**src/rtl/hsb_pkg.sv**
```systemverilog
package hsb_pkg;
  typedef enum logic [1:0] {
    ST_IDLE  = 2'd0,
    ST_SETUP = 2'd1,
    ST_REQ   = 2'd2,
    ST_REL   = 2'd3
  } hsb_state_e;
endpackage

```
**src/rtl/hsb_ack_sync.sv**
```systemverilog
module hsb_ack_sync #(
  parameter int STAGES = 2
) (
  input  logic clk,
  input  logic rst_n,
  input  logic ack_n_async,
  output logic ack_n_sync
);
  logic [STAGES-1:0] chain_q;

  generate
    if (STAGES == 1) begin : g_single
      always_ff @(posedge clk or negedge rst_n)
        if (!rst_n) chain_q <= '1;
        else        chain_q <= ack_n_async;
    end else begin : g_multi
      always_ff @(posedge clk or negedge rst_n)
        if (!rst_n) chain_q <= '1;
        else        chain_q <= {chain_q[STAGES-2:0], ack_n_async};
    end
  endgenerate

  assign ack_n_sync = chain_q[STAGES-1];
endmodule

```
**src/rtl/hsb_datapath.sv**
```systemverilog
module hsb_datapath #(
  parameter int AW = 8,
  parameter int DW = 8
) (
  input  logic          clk,
  input  logic          rst_n,
  input  logic          cap_cmd,
  input  logic          cap_rd,
  input  logic          cmd_write,
  input  logic [AW-1:0] cmd_addr,
  input  logic [DW-1:0] cmd_wdata,
  input  logic [DW-1:0] bus_din,
  output logic          wr_q,
  output logic [AW-1:0] addr_q,
  output logic [DW-1:0] wdata_q,
  output logic [DW-1:0] rdata_q
);
  always_ff @(posedge clk or negedge rst_n) begin
    if (!rst_n) begin
      wr_q    <= 1'b0;
      addr_q  <= '0;
      wdata_q <= '0;
    end else if (cap_cmd) begin
      wr_q    <= cmd_write;
      addr_q  <= cmd_addr;
      wdata_q <= cmd_wdata;
    end
  end

  always_ff @(posedge clk or negedge rst_n) begin
    if (!rst_n)      rdata_q <= '0;
    else if (cap_rd) rdata_q <= bus_din;
  end
endmodule

```
**src/rtl/hsb_ctrl.sv**
```systemverilog
module hsb_ctrl
  import hsb_pkg::*;
(
  input  logic clk,
  input  logic rst_n,
  input  logic cmd_valid,
  input  logic cmd_write,
  input  logic wr_q,
  input  logic ack_n_s,
  output logic cmd_ready,
  output logic cap_cmd,
  output logic cap_rd,
  output logic req_n,
  output logic aoe,
  output logic doe,
  output logic rsp_valid
);
  hsb_state_e state_q, state_d;
  logic       wr_next;
  logic       drive_d;

  always_comb begin
    state_d = state_q;
    unique case (state_q)
      ST_IDLE:  if (cmd_valid) state_d = ST_SETUP;
      ST_SETUP: state_d = ST_REQ;
      ST_REQ:   if (!ack_n_s) state_d = ST_REL;
      ST_REL:   if (ack_n_s)  state_d = ST_IDLE;
      default:  state_d = ST_IDLE;
    endcase
  end

  assign cmd_ready = (state_q == ST_IDLE);
  assign cap_cmd   = cmd_ready && cmd_valid;
  assign cap_rd    = (state_q == ST_REQ) && !ack_n_s && !wr_q;
  assign wr_next   = cap_cmd ? cmd_write : wr_q;
  assign drive_d   = (state_d == ST_SETUP) || (state_d == ST_REQ);

  always_ff @(posedge clk or negedge rst_n) begin
    if (!rst_n) begin
      state_q   <= ST_IDLE;
      req_n     <= 1'b1;
      aoe       <= 1'b0;
      doe       <= 1'b0;
      rsp_valid <= 1'b0;
    end else begin
      state_q   <= state_d;
      req_n     <= (state_d != ST_REQ);
      aoe       <= drive_d;
      doe       <= drive_d && wr_next;
      rsp_valid <= (state_q == ST_REL) && ack_n_s;
    end
  end

  // request only falls after a cycle with lines already driven
  p_setup_before_req_r3: assert property (@(posedge clk) disable iff (!rst_n)
    $fell(req_n) |-> $past(aoe) && $past(req_n));
  // while request is low, address/direction are driven
  p_req_driven_r4: assert property (@(posedge clk) disable iff (!rst_n)
    !req_n |-> aoe);
  // request held low while acknowledge not yet seen
  p_req_holds_r4: assert property (@(posedge clk) disable iff (!rst_n)
    (!req_n && ack_n_s) |=> !req_n);
  // release of request drops both enables
  p_release_r6: assert property (@(posedge clk) disable iff (!rst_n)
    $rose(req_n) |-> !aoe && !doe);
  // data enable only for writes
  p_doe_write_r7: assert property (@(posedge clk) disable iff (!rst_n)
    doe |-> wr_q && aoe);
  // done is one cycle wide and follows acknowledge high
  p_done_pulse_r8: assert property (@(posedge clk) disable iff (!rst_n)
    rsp_valid |=> !rsp_valid);
  p_done_after_ack_r8: assert property (@(posedge clk) disable iff (!rst_n)
    rsp_valid |-> $past(ack_n_s));
  // ready implies bus fully released
  p_ready_idle_r2: assert property (@(posedge clk) disable iff (!rst_n)
    cmd_ready |-> req_n && !aoe && !doe);
endmodule

```
**src/rtl/hsb_initiator.sv**
```systemverilog
module hsb_initiator #(
  parameter int AW          = 8,
  parameter int DW          = 8,
  parameter int SYNC_STAGES = 2
) (
  input  logic          clk,
  input  logic          rst_n,
  input  logic          cmd_valid,
  output logic          cmd_ready,
  input  logic          cmd_write,
  input  logic [AW-1:0] cmd_addr,
  input  logic [DW-1:0] cmd_wdata,
  output logic          rsp_valid,
  output logic [DW-1:0] rsp_rdata,
  output logic [AW-1:0] bus_addr,
  output logic          bus_cmd,
  output logic          bus_aoe,
  output logic [DW-1:0] bus_dout,
  output logic          bus_doe,
  input  logic [DW-1:0] bus_din,
  output logic          bus_req_n,
  input  logic          bus_ack_n
);
  logic          ack_n_s;
  logic          cap_cmd, cap_rd, wr_q;
  logic [AW-1:0] addr_q;
  logic [DW-1:0] wdata_q;

  hsb_ack_sync #(.STAGES(SYNC_STAGES)) u_sync (
    .clk(clk), .rst_n(rst_n), .ack_n_async(bus_ack_n), .ack_n_sync(ack_n_s)
  );

  hsb_ctrl u_ctrl (
    .clk(clk), .rst_n(rst_n), .cmd_valid(cmd_valid), .cmd_write(cmd_write),
    .wr_q(wr_q), .ack_n_s(ack_n_s), .cmd_ready(cmd_ready), .cap_cmd(cap_cmd),
    .cap_rd(cap_rd), .req_n(bus_req_n), .aoe(bus_aoe), .doe(bus_doe),
    .rsp_valid(rsp_valid)
  );

  hsb_datapath #(.AW(AW), .DW(DW)) u_dp (
    .clk(clk), .rst_n(rst_n), .cap_cmd(cap_cmd), .cap_rd(cap_rd),
    .cmd_write(cmd_write), .cmd_addr(cmd_addr), .cmd_wdata(cmd_wdata),
    .bus_din(bus_din), .wr_q(wr_q), .addr_q(addr_q), .wdata_q(wdata_q),
    .rdata_q(rsp_rdata)
  );

  assign bus_addr = bus_aoe ? addr_q : '0;
  assign bus_cmd  = bus_aoe && wr_q;
  assign bus_dout = bus_doe ? wdata_q : '0;

  // read data register only changes while a read is acknowledged
  p_rdata_stable_r5: assert property (@(posedge clk) disable iff (!rst_n)
    (bus_req_n && !$rose(bus_req_n)) |-> $stable(rsp_rdata));
endmodule

```
**config.mk**
```make
export PLATFORM = sky130hd
export DESIGN_NAME = hsb_initiator
export DESIGN_NICKNAME = d
export VERILOG_FILES = /design/src/rtl/hsb_pkg.sv /design/src/rtl/hsb_ack_sync.sv /design/src/rtl/hsb_datapath.sv /design/src/rtl/hsb_ctrl.sv /design/src/rtl/hsb_initiator.sv
export SDC_FILE = /design/constraint.sdc
export NUM_CORES = 1
export LEC_CHECK = 0
export BUFFER_PORTS_ARGS = -buffer_cell sky130_fd_sc_hd__clkbuf_2
export CAP_MARGIN = 20
export CORE_MARGIN = 2
export CORE_UTILIZATION = 46
export DETAILED_ROUTE_END_ITERATION = 8
export PLACE_DENSITY_LB_ADDON = 0.1
export SLEW_MARGIN = 20
export SYNTH_ARGS = -nofsm -noshare
export SYNTH_HDL_FRONTEND = slang
export SYNTH_SLANG_ARGS = --single-unit
```
**constraint.sdc**
```tcl
create_clock -name clk -period 1.7 [get_ports clk]
set_input_delay 0 -clock clk [delete_from_list [all_inputs] [get_ports clk]]
set_output_delay 0 -clock clk [all_outputs]
set_load 0.02 [all_outputs]
```
==> reports/qor.csv, run 1 <==
stage,metric,value,unit
timing,finalCriticalPeriod,1.51,ns
finish,nets,213,
clock_network,cts-buffers-inserted,5,
timing,max_slew_margin,47.7,%
finish,nFillCells,197,
flow_run,cap_violations,0,
setup_path,reg2reg_depth,5,
timing,slew_violations,0,
timing,rsz0062_at_grt,no,
setup_path,regToRegEndpoint,u_ctrl.doe,
yosys,netlist_area,1330,sq um
grt,grt_overflow_total,0,
yosys,yosys.area.top_type_share,56.3,%
floorplan,die_h,57.8,microns
pwr,vdd_drop_max,0.00136,V
finish,antenna_cells,0,
clock_network,cts_resized,0,
place,port_buffers,58,
clock_network,clk_pin_slew,0.09,ns
place,gp_congestion,0.726,
clock_network,clock_latency,0.32,ns
floorplan,rows,19,
floorplan,io_pins,59,
grt,antenna_found_initial,0,
min_path,min_from,cmd_valid,
drt,num_vias,1017,
min_path,hold_path_depth,5,
setup_path,start_kind,register,
finish,drive_gt1_share,52.7,%
setup_path,timing.rr.start,u_sync.chain_q[1],
grt,gr-usage-all-layers,17.9,%
floorplan,fp.coreArea,2760,sq um
grt,grt_start_max_net_pins,34,
setup_path,worstPathCellList,and3_2 -> nor2_1 -> ha_1 -> nand2b_1 -> mux2i_1,
floorplan,start_util,48.3,%
timing,hold_viol,0,
clock_network,hold_buffers,27,
setup_path,reg2reg_slack,0.19,ns
clock_network,cts_root_buf,clkbuf_4,
pwr,powerDensity,1640,nW/um^2
outcome,status,"finished, final reports clean",
yosys,syn_area_per_cell,14.6,sq um
yosys,synth.area.top_cells,"dfrtp_1 56%, mux2_2 21%, and2_1 8.0%",
grt,grt_pass1_wl,4440,microns
yosys,netlist_instances,91,
finish,multiInputGateArea,487,sq um
yosys,synthesis.nets,121,
timing,fmax,663,MHz
setup_path,crit_required,1.93,ns
min_path,holdPathEnd,u_ctrl.req_n,
drt,drtIter0Drc,17,
grt,grt_pass1_vias,1059,
drt,firstDrtPassIters,4,
timing,fin_tns_setup,0,ns
clock_network,ctsLongestPathBuffers,2,
place,dp_hpwl,1730,microns
timing,tightest_slew,0.784,ns
finish,area_growth_syn_to_layout,50.1,%
floorplan,die_area,3340,sq um
drt,wirelength,2520,microns
drt,drc,0,
drt,wl_per_cell,11.7,microns
yosys,yosysUniqueCellTypes,15,
yosys,yosys_warnings,0,
setup_path,arrival,1.74,ns
timing,holdWs,0.216,ns
drt,ant_nets,0,
yosys,synth-seq-area-share,62.3,%
setup_path,worstSetupPathType,register to register,
drt,drt-vias-per-instance,4.73,
clock_network,post-cts-setup-buffer-count,0,
setup_path,endpoint_kind,register,
timing,final-setup-viol-count,0,
finish,seq_area,830,sq um
pwr,p_leak,0.992,nW
clock_network,cts_tree,built,
setup_path,crit_slowest_cell,dfstp_2,
clock_network,cts_num_sinks,33,
timing,skew,0.00733,ns
setup_path,critPathMaxStageDelay,0.57,ns
setup_path,cp_max_fo,3,
min_path,worstHoldPathType,input port to register,
floorplan,die_x,57.8,microns
clock_network,htreeDepth,2,
yosys,ys_seq_elements,33,
yosys,yosys.area.top_type,dfrtp_1,
timing,min_period_over_period,88.7,%
==> registers in the layout, indices dropped and copies added (netlist names) <==
signal / cells
u_ctrl.aoe: 1
u_ctrl.doe: 1
u_ctrl.req_n: 1
u_ctrl.rsp_valid: 1
u_ctrl.state_q: 2
u_dp.addr_q: 8
u_dp.rdata_q: 8
u_dp.wdata_q: 8
u_dp.wr_q: 1
u_sync.chain_q: 2
==> critical path: cells and delay by family, from the launching register on <==
kind / cells / cell delay [ns]
simple gates: 3 / 0.40
fa+ha+maj: 1 / 0.30
flops: 1 / 0.57
mux: 1 / 0.16
==> cell usage in the layout (no fill, tap or decap) <==
cell type,synthesis,final
a21o_1,1,1
a21oi_1,1,1
and2_1,17,17
and3_2,1,1
buf_4,0,2
clkbuf_1,0,2
clkbuf_2,0,58
clkbuf_4,0,5
clkbuf_8,0,1
dfrtp_1,30,30
dfstp_2,3,3
dlygate4sd3_1,0,27
ha_1,1,1
inv_1,3,3
mux2_2,25,25
mux2i_1,1,1
nand2b_1,2,2
nor2_1,2,2
nor3b_2,0,1
nor4b_4,1,1
==> per-stage QoR <==
stage / cells / area, sq um / power (W) / util (%) / worst slack [ns]
finish: 215 / 2000 / 0.00329 / 72.5 / 0.191
global route: 215 / 2000 / 0.00354 / 72.5 / 0.0710
CTS: 215 / 2000 / 0.00334 / 72.5 / 0.181
detailed placement: 180 / 1670 / 0.00285 / 60.6 / 0.195
global placement: 180 / 1670 / 0.00279 / 60.6 / 0.288
floorplan: 91 / 1330 / 0.00235 / - / 0.157
==> kinds of logic after synthesis <==
logic type | share of synthesized area (%)
buffers and inverters | 1.60
and+or+nand+nor | 12.4
DFF | 62.3
muxes | 21.9
adders and majority gates | 0.939
AOI/OAI and AO/OA | 0.939
==> worst max path at each step <==
stage | start | endpoint | slack (ns) | cells past startpoint
4_1_cts | u_sync.chain_q[1] | u_ctrl.doe | 0.18 | 5
3_5_place_dp | u_sync.chain_q[1] | u_ctrl.doe | 0.19 | 5
5_1_grt | u_sync.chain_q[1] | u_ctrl.doe | 0.07 | 5
2_1_floorplan | u_ctrl.state_q[0] | u_ctrl.doe | 0.16 | 6
6_report | u_sync.chain_q[1] | u_ctrl.doe | 0.19 | 5
3_3_place_gp | u_ctrl.state_q[0] | u_dp.wdata_q[1] | 0.29 | 3
==> report_power, final <==
group / total (W) / internal [W] / switching [W] / leakage [nW]
Sequential: 0.00139 / 0.00116 / 0.000228 / 0.389
Clock: 0.000434 / 0.000204 / 0.000230 / 0.0326
Combinational: 0.00147 / 0.000705 / 0.000761 / 0.571
Total: 0.00329 / 0.00207 / 0.00122 / 0.992
==> layout make-up <==
type / instances / area share [%]
multi-input cells: 53 / 24.3
clock buffers: 8 / 2.94
inverters: 3 / 0.563
repair buffers: 87 / 28.8
well taps: 31 / 1.94
flip-flops and latches: 33 / 41.5
==> routing by layer <==
layer | vias to the layer above | track usage, % | part of all wire [%]
met3 | 7 | 4.91 | 6.9
met5 | - | 0 | 0
met4 | 0 | 8.97 | 1.7
li1 | 492 | - | -
met2 | 41 | 31.2 | 53
met1 | 477 | 20.0 | 39
==> cells in the mapped netlist <==
master,n
a21o_1,1
a21oi_1,1
and2_1,17
and3_2,1
buf_2,2
dfrtp_1,30
dfstp_2,3
ha_1,1
inv_1,3
mux2_2,25
mux2i_1,1
nand2b_1,2
nor2_1,2
nor3b_1,1
nor4b_4,1
(Power assumes the default switching activity.)
==> run 2: changes to the inputs <==
--- a/config.mk
+++ b/config.mk
@@ -8,8 +8,9 @@
 export BUFFER_PORTS_ARGS = -buffer_cell sky130_fd_sc_hd__clkbuf_2
 export CAP_MARGIN = 20
 export CORE_MARGIN = 2
-export CORE_UTILIZATION = 46
+export CORE_UTILIZATION = 30
 export DETAILED_ROUTE_END_ITERATION = 8
+export GPL_TIMING_DRIVEN = 0
 export PLACE_DENSITY_LB_ADDON = 0.1
 export SLEW_MARGIN = 20
 export SYNTH_ARGS = -nofsm -noshare
==> reports/qor.csv, run 2 (same netlist as run 1, synthesis figures left out) <==
stage,metric,value,unit
pwr,vdd_drop_max,0.000672,V
finish,top_regs,"u_dp.addr_q: 8 flops, u_dp.rdata_q: 8 flops, u_dp.wdata_q: 8 flops",
grt,grt_start_max_net_pins,34,
finish,final_cell_mix,"58 x clkbuf_2, 30 x dfrtp_1, 27 x dlygate4sd3_1, 25 x mux2_2, 17 x and2_1",
timing,rsz0062_at_grt,no,
place,dpl_cell_area,1690,sq um
place,place_ws,-0.0240,ns
drt,drtIter0Drc,36,
drt,firstDrtPassIters,2,
pwr,powerDensity,1650,nW/um^2
grt,gr-usage-all-layers,11.8,%
place,port_buffers,58,
drt,drc,0,
setup_path,endpoint_kind,register,
finish,nets,214,
floorplan,die_area,4990,sq um
timing,final-setup-viol-count,0,
pwr,power,0.00339,W
floorplan,rows,24,
finish,postLayoutCellArea,2050,sq um
setup_path,crit_path_end,u_dp.rdata_q[1],
setup_path,start_kind,register,
clock_network,clock_latency,0.28,ns
flow_run,cap_violations,0,
finish,nFillCells,416,
grt,antenna_found_initial,0,
timing,skew,0.00337,ns
clock_network,ctsLongestPathBuffers,2,
grt,grt_pass1_wl,4560,microns
timing,hold_viol,0,
clock_network,clk_pin_slew,0.06,ns
place,dp_cells,201,
floorplan,fp.coreArea,4320,sq um
timing,fin_ws,0.134,ns
min_path,worstHoldPathType,input port to async pin,
clock_network,cts_num_sinks,33,
timing,tightest_slew,0.790,ns
setup_path,critPathLaunch,u_ctrl.state_q[0],
finish,drive_gt1_share,52.4,%
floorplan,die_h,70.6,microns
timing,fmax,639,MHz
finish,final_common_cell,clkbuf_2,
timing,finalCriticalPeriod,1.57,ns
setup_path,arrival,1.73,ns
setup_path,reg2reg_depth,2,
clock_network,htreeDepth,2,
clock_network,cts_tree,built,
setup_path,regToRegEndpoint,u_dp.rdata_q[1],
finish,area_growth_syn_to_layout,54.1,%
finish,antenna_cells,0,
floorplan,die_x,70.6,microns
timing,max_slew_margin,47.3,%
setup_path,crit_required,1.86,ns
setup_path,timing.rr.start,u_ctrl.state_q[0],
grt,grt_overflow_total,0,
finish,stdcell_count,237,
clock_network,cts-buffers-inserted,5,
finish,finish.utilization,47.5,%
outcome,status,"finished, final reports clean",
grt,grt_pass1_vias,1046,
setup_path,reg2reg_slack,0.13,ns
drt,wirelength,2650,microns
place,gp_congestion,0.714,
drt,ant_nets,0,
drt,drt-vias-per-instance,4.25,
drt,num_vias,1007,
floorplan,io_pins,59,
drt,wl_per_cell,11.2,microns
timing,slew_violations,0,
timing,min_period_over_period,92.1,%
setup_path,worstSetupPathType,register to register,
floorplan,start_util,30.8,%
clock_network,cts_root_buf,clkbuf_8,
pwr,p_leak,1.00,nW
place,dp_hpwl,1840,microns
setup_path,cp_max_fo,8,
[run 2: changes by cell type in the layout (fill, tap and decap cells not counted)]
| cell | delta |
|---|---|
| clkbuf_8 | +4 |
| clkbuf_4 | -5 |
| buf_2 | +1 |
| clkbuf_1 | +1 |
[run 2: how the worst min path moves through the flow]
stage	end	cells after the start	start
after CTS	u_sync.chain_q[0]	2	bus_ack_n
after global routing	u_sync.chain_q[0]	2	bus_ack_n
after global placement	u_sync.chain_q[0]	1	bus_ack_n
after detailed placement	u_sync.chain_q[0]	1	bus_ack_n
after floorplan	u_ctrl.aoe	0	rst_n
final	u_dp.rdata_q[4]	2	rst_n
[run 2: what timing repair did]
action / CTS / global route
setup endpoints to repair: 1 / 1
gates cloned: 0 / 0
hold endpoints to repair: 57 / 0
hold buffers: 27 / 0
setup buffers: 1 / 0
resized for setup: 1 / 1
[run 2: metrics by stage]
step | TNS [ns] | hold slack (ns)
after CTS | 0 | 0.343
final | 0 | 0.341
after global placement | -0.0216 | 0.0871
after floorplan | 0 | -0.296
after global routing | 0 | 0.346
after detailed placement | -0.0240 | 0.0889
[run 2: area by class of cell]
cell class | count | area, sq um | area share, %
flip-flops and latches | 33 | 830 | 40.4
plain buffers | 2 | 12.5 | 0.609
well taps | 52 | 65.1 | 3.17
inverters | 3 | 11.3 | 0.548
repair buffers | 86 | 568 | 27.7
multi-input cells | 53 | 487 | 23.7
clock buffers | 8 | 80.1 | 3.90
[run 2: layer usage]
metal / vias to the layer above / GRT usage (%) / part of all wire (%)
met5: - / 0 / 0
met4: 0 / 4.40 / 1.8
met3: 5 / 4.99 / 7.5
met2: 36 / 19.9 / 49
met1: 473 / 13.3 / 42
li1: 493 / - / -
[run 2: critical path, cell delays in order (launching register included)]
cell     delay [ns]
dfrtp_1        0.44
nor4b_4        0.61
mux2_2         0.40
[run 2: power by group]
| part | switching, W | leakage [nW] | internal [W] |
|---|---|---|---|
| registers | 0.000226 | 0.389 | 0.00116 |
| logic | 0.000758 | 0.577 | 0.000707 |
| clock network | 0.000248 | 0.0395 | 0.000290 |
| total | 0.00123 | 1.00 | 0.00216 |
==> run 3: changes to the inputs <==
--- a/config.mk
+++ b/config.mk
@@ -7,7 +7,7 @@
 export LEC_CHECK = 0
 export BUFFER_PORTS_ARGS = -buffer_cell sky130_fd_sc_hd__clkbuf_2
 export CAP_MARGIN = 20
-export CORE_MARGIN = 2
+export CORE_MARGIN = 3
 export CORE_UTILIZATION = 30
 export DETAILED_ROUTE_END_ITERATION = 8
 export GPL_TIMING_DRIVEN = 0
==> reports/qor.csv, run 3 (same netlist as run 1, synthesis figures left out) <==
stage,metric,value,unit
outcome,status,"finished, final reports clean",
timing,fin_ws,0.0733,ns
grt,antenna_found_initial,0,
floorplan,fp.coreArea,4140,sq um
finish,top_regs,"u_dp.addr_q: 8 flops, u_dp.rdata_q: 8 flops, u_dp.wdata_q: 8 flops",
setup_path,crit_path_end,u_ctrl.doe,
timing,slew_violations,0,
finish,final_common_cell,clkbuf_2,
clock_network,cts_tree,built,
floorplan,io_pins,59,
finish,drive_gt1_share,53.0,%
grt,grt_pass1_vias,1098,
finish,stdcell_count,235,
timing,fmax,615,MHz
clock_network,clock_latency,0.28,ns
floorplan,die_x,72.6,microns
floorplan,start_util,32.2,%
timing,min_period_over_period,95.7,%
setup_path,regToRegEndpoint,u_ctrl.doe,
clock_network,clk_pin_slew,0.06,ns
clock_network,cts_root_buf,clkbuf_8,
setup_path,endpoint_kind,register,
min_path,worstHoldPathType,input port to register,
drt,num_vias,1007,
drt,wl_per_cell,12.1,microns
drt,firstDrtPassIters,2,
timing,fin_tns_setup,0,ns
finish,final_cell_mix,"58 x clkbuf_2, 29 x dfrtp_1, 27 x dlygate4sd3_1, 25 x mux2_2, 17 x and2_1",
finish,nets,214,
pwr,p_sw,0.00125,W
pwr,power,0.00341,W
drt,drt-vias-per-instance,4.29,
setup_path,timing.rr.start,u_ctrl.state_q[1],
setup_path,reg2reg_slack,0.07,ns
floorplan,die_h,72.6,microns
flow_run,cap_violations,0,
pwr,switching_share,36.6,%
pwr,combPwrFrac,43.2,%
place,port_buffers,58,
drt,drc,0,
timing,max_slew_margin,46.5,%
setup_path,crit_required,1.90,ns
pwr,p_seq_share,40.8,%
setup_path,start_kind,register,
pwr,powerDensity,1660,nW/um^2
finish,area_growth_syn_to_layout,54.3,%
setup_path,cp_max_fo,10,
pwr,vdd_drop_max,0.000678,V
setup_path,critPathLaunch,u_ctrl.state_q[1],
place,place_ws,-0.0911,ns
floorplan,die_area,5280,sq um
pwr,p_int,0.00217,W
timing,finalCriticalPeriod,1.63,ns
drt,ant_nets,0,
finish,antenna_cells,0,
clock_network,cts_num_sinks,33,
pwr,p_leak,1.00,nW
timing,final-setup-viol-count,0,
setup_path,worstSetupPathType,register to register,
timing,skew,0.00332,ns
timing,hold_viol,0,
clock_network,ctsLongestPathBuffers,2,
grt,gr-usage-all-layers,12.0,%
setup_path,arrival,1.83,ns
drt,drtIter0Drc,16,
grt,grt_pass1_wl,4750,microns
floorplan,rows,23,
place,dp_cells,199,
clock_network,htreeDepth,2,
place,dp_hpwl,2000,microns
timing,tightest_slew,0.802,ns
pwr,pwr-share-clk,15.9,%
place,gp_congestion,0.792,
clock_network,cts-buffers-inserted,5,
grt,grt_start_max_net_pins,34,
drt,wirelength,2850,microns
setup_path,reg2reg_depth,6,
grt,grt_overflow_total,0,
timing,holdWs,0.260,ns
## run 3: cell counts in the layout (fill, tap and decap cells not counted)
No cell type changed its count.
## run 3: per-stage QoR
step           area [sq um]  util (%)
2_1_floorplan          1330         -
3_3_place_gp           1690      40.7
3_5_place_dp           1690      40.7
4_1_cts                2040      49.3
5_1_grt                2060      49.6
6_report               2060      49.6
## run 3: worst min path at each step
stage              start                end  slack [ns]  cells after the start
2_1_floorplan      rst_n         u_ctrl.aoe       -0.30                      0
3_3_place_gp   bus_ack_n  u_sync.chain_q[0]        0.09                      1
3_5_place_dp   bus_ack_n  u_sync.chain_q[0]        0.09                      1
4_1_cts        cmd_valid         u_ctrl.doe        0.29                      4
5_1_grt        cmd_valid         u_ctrl.doe        0.25                      4
6_report       cmd_valid         u_ctrl.doe        0.26                      4
## run 3: per-layer routing
layer,share of wire [%],track usage (%),wire (microns),vias up
li1,-,-,-,490
met2,50,20.6,1420,40
met3,7.7,5.65,220,5
met1,41,12.8,1170,472
met5,0,0,0,-
met4,1.4,4.30,41,0
## run 3: layout make-up
cell class / count / area (sq um)
Clock buffer: 8 / 80.1
Timing Repair Buffer: 86 / 568
Fill cell: 394 / 2090
Buffer: 2 / 16.3
Multi-Input combinational cell: 53 / 487
Inverter: 3 / 11.3
Tap cell: 50 / 62.6
Sequential cell: 33 / 831
## run 3: repair_timing
action | CTS | global route
hold buffers | 27 | 0
buffers inserted | 0 | 1
pin swaps | 0 | 1
endpoints found under the setup margin | 1 | 1
gates resized for setup | 2 | 2
endpoints found under the hold margin | 57 | 0
## run 3: power groups by stage
stage	Clock (W)	Combinational, W	Sequential (W)
after global placement	0	0.00142	0.00139
after CTS	0.000577	0.00149	0.00141
after floorplan	0	0.000829	0.00152
after detailed placement	0	0.00144	0.00141
final	0.000544	0.00148	0.00139
after global routing	0.000615	0.00159	0.00146
## run 3: worst max-delay path: stages (launching register included)
cell	delay [ns]
dfrtp_2	0.44
nor3b_2	0.27
buf_6	0.19
a21oi_1	0.06
ha_1	0.32
nand2b_1	0.15
mux2i_1	0.12
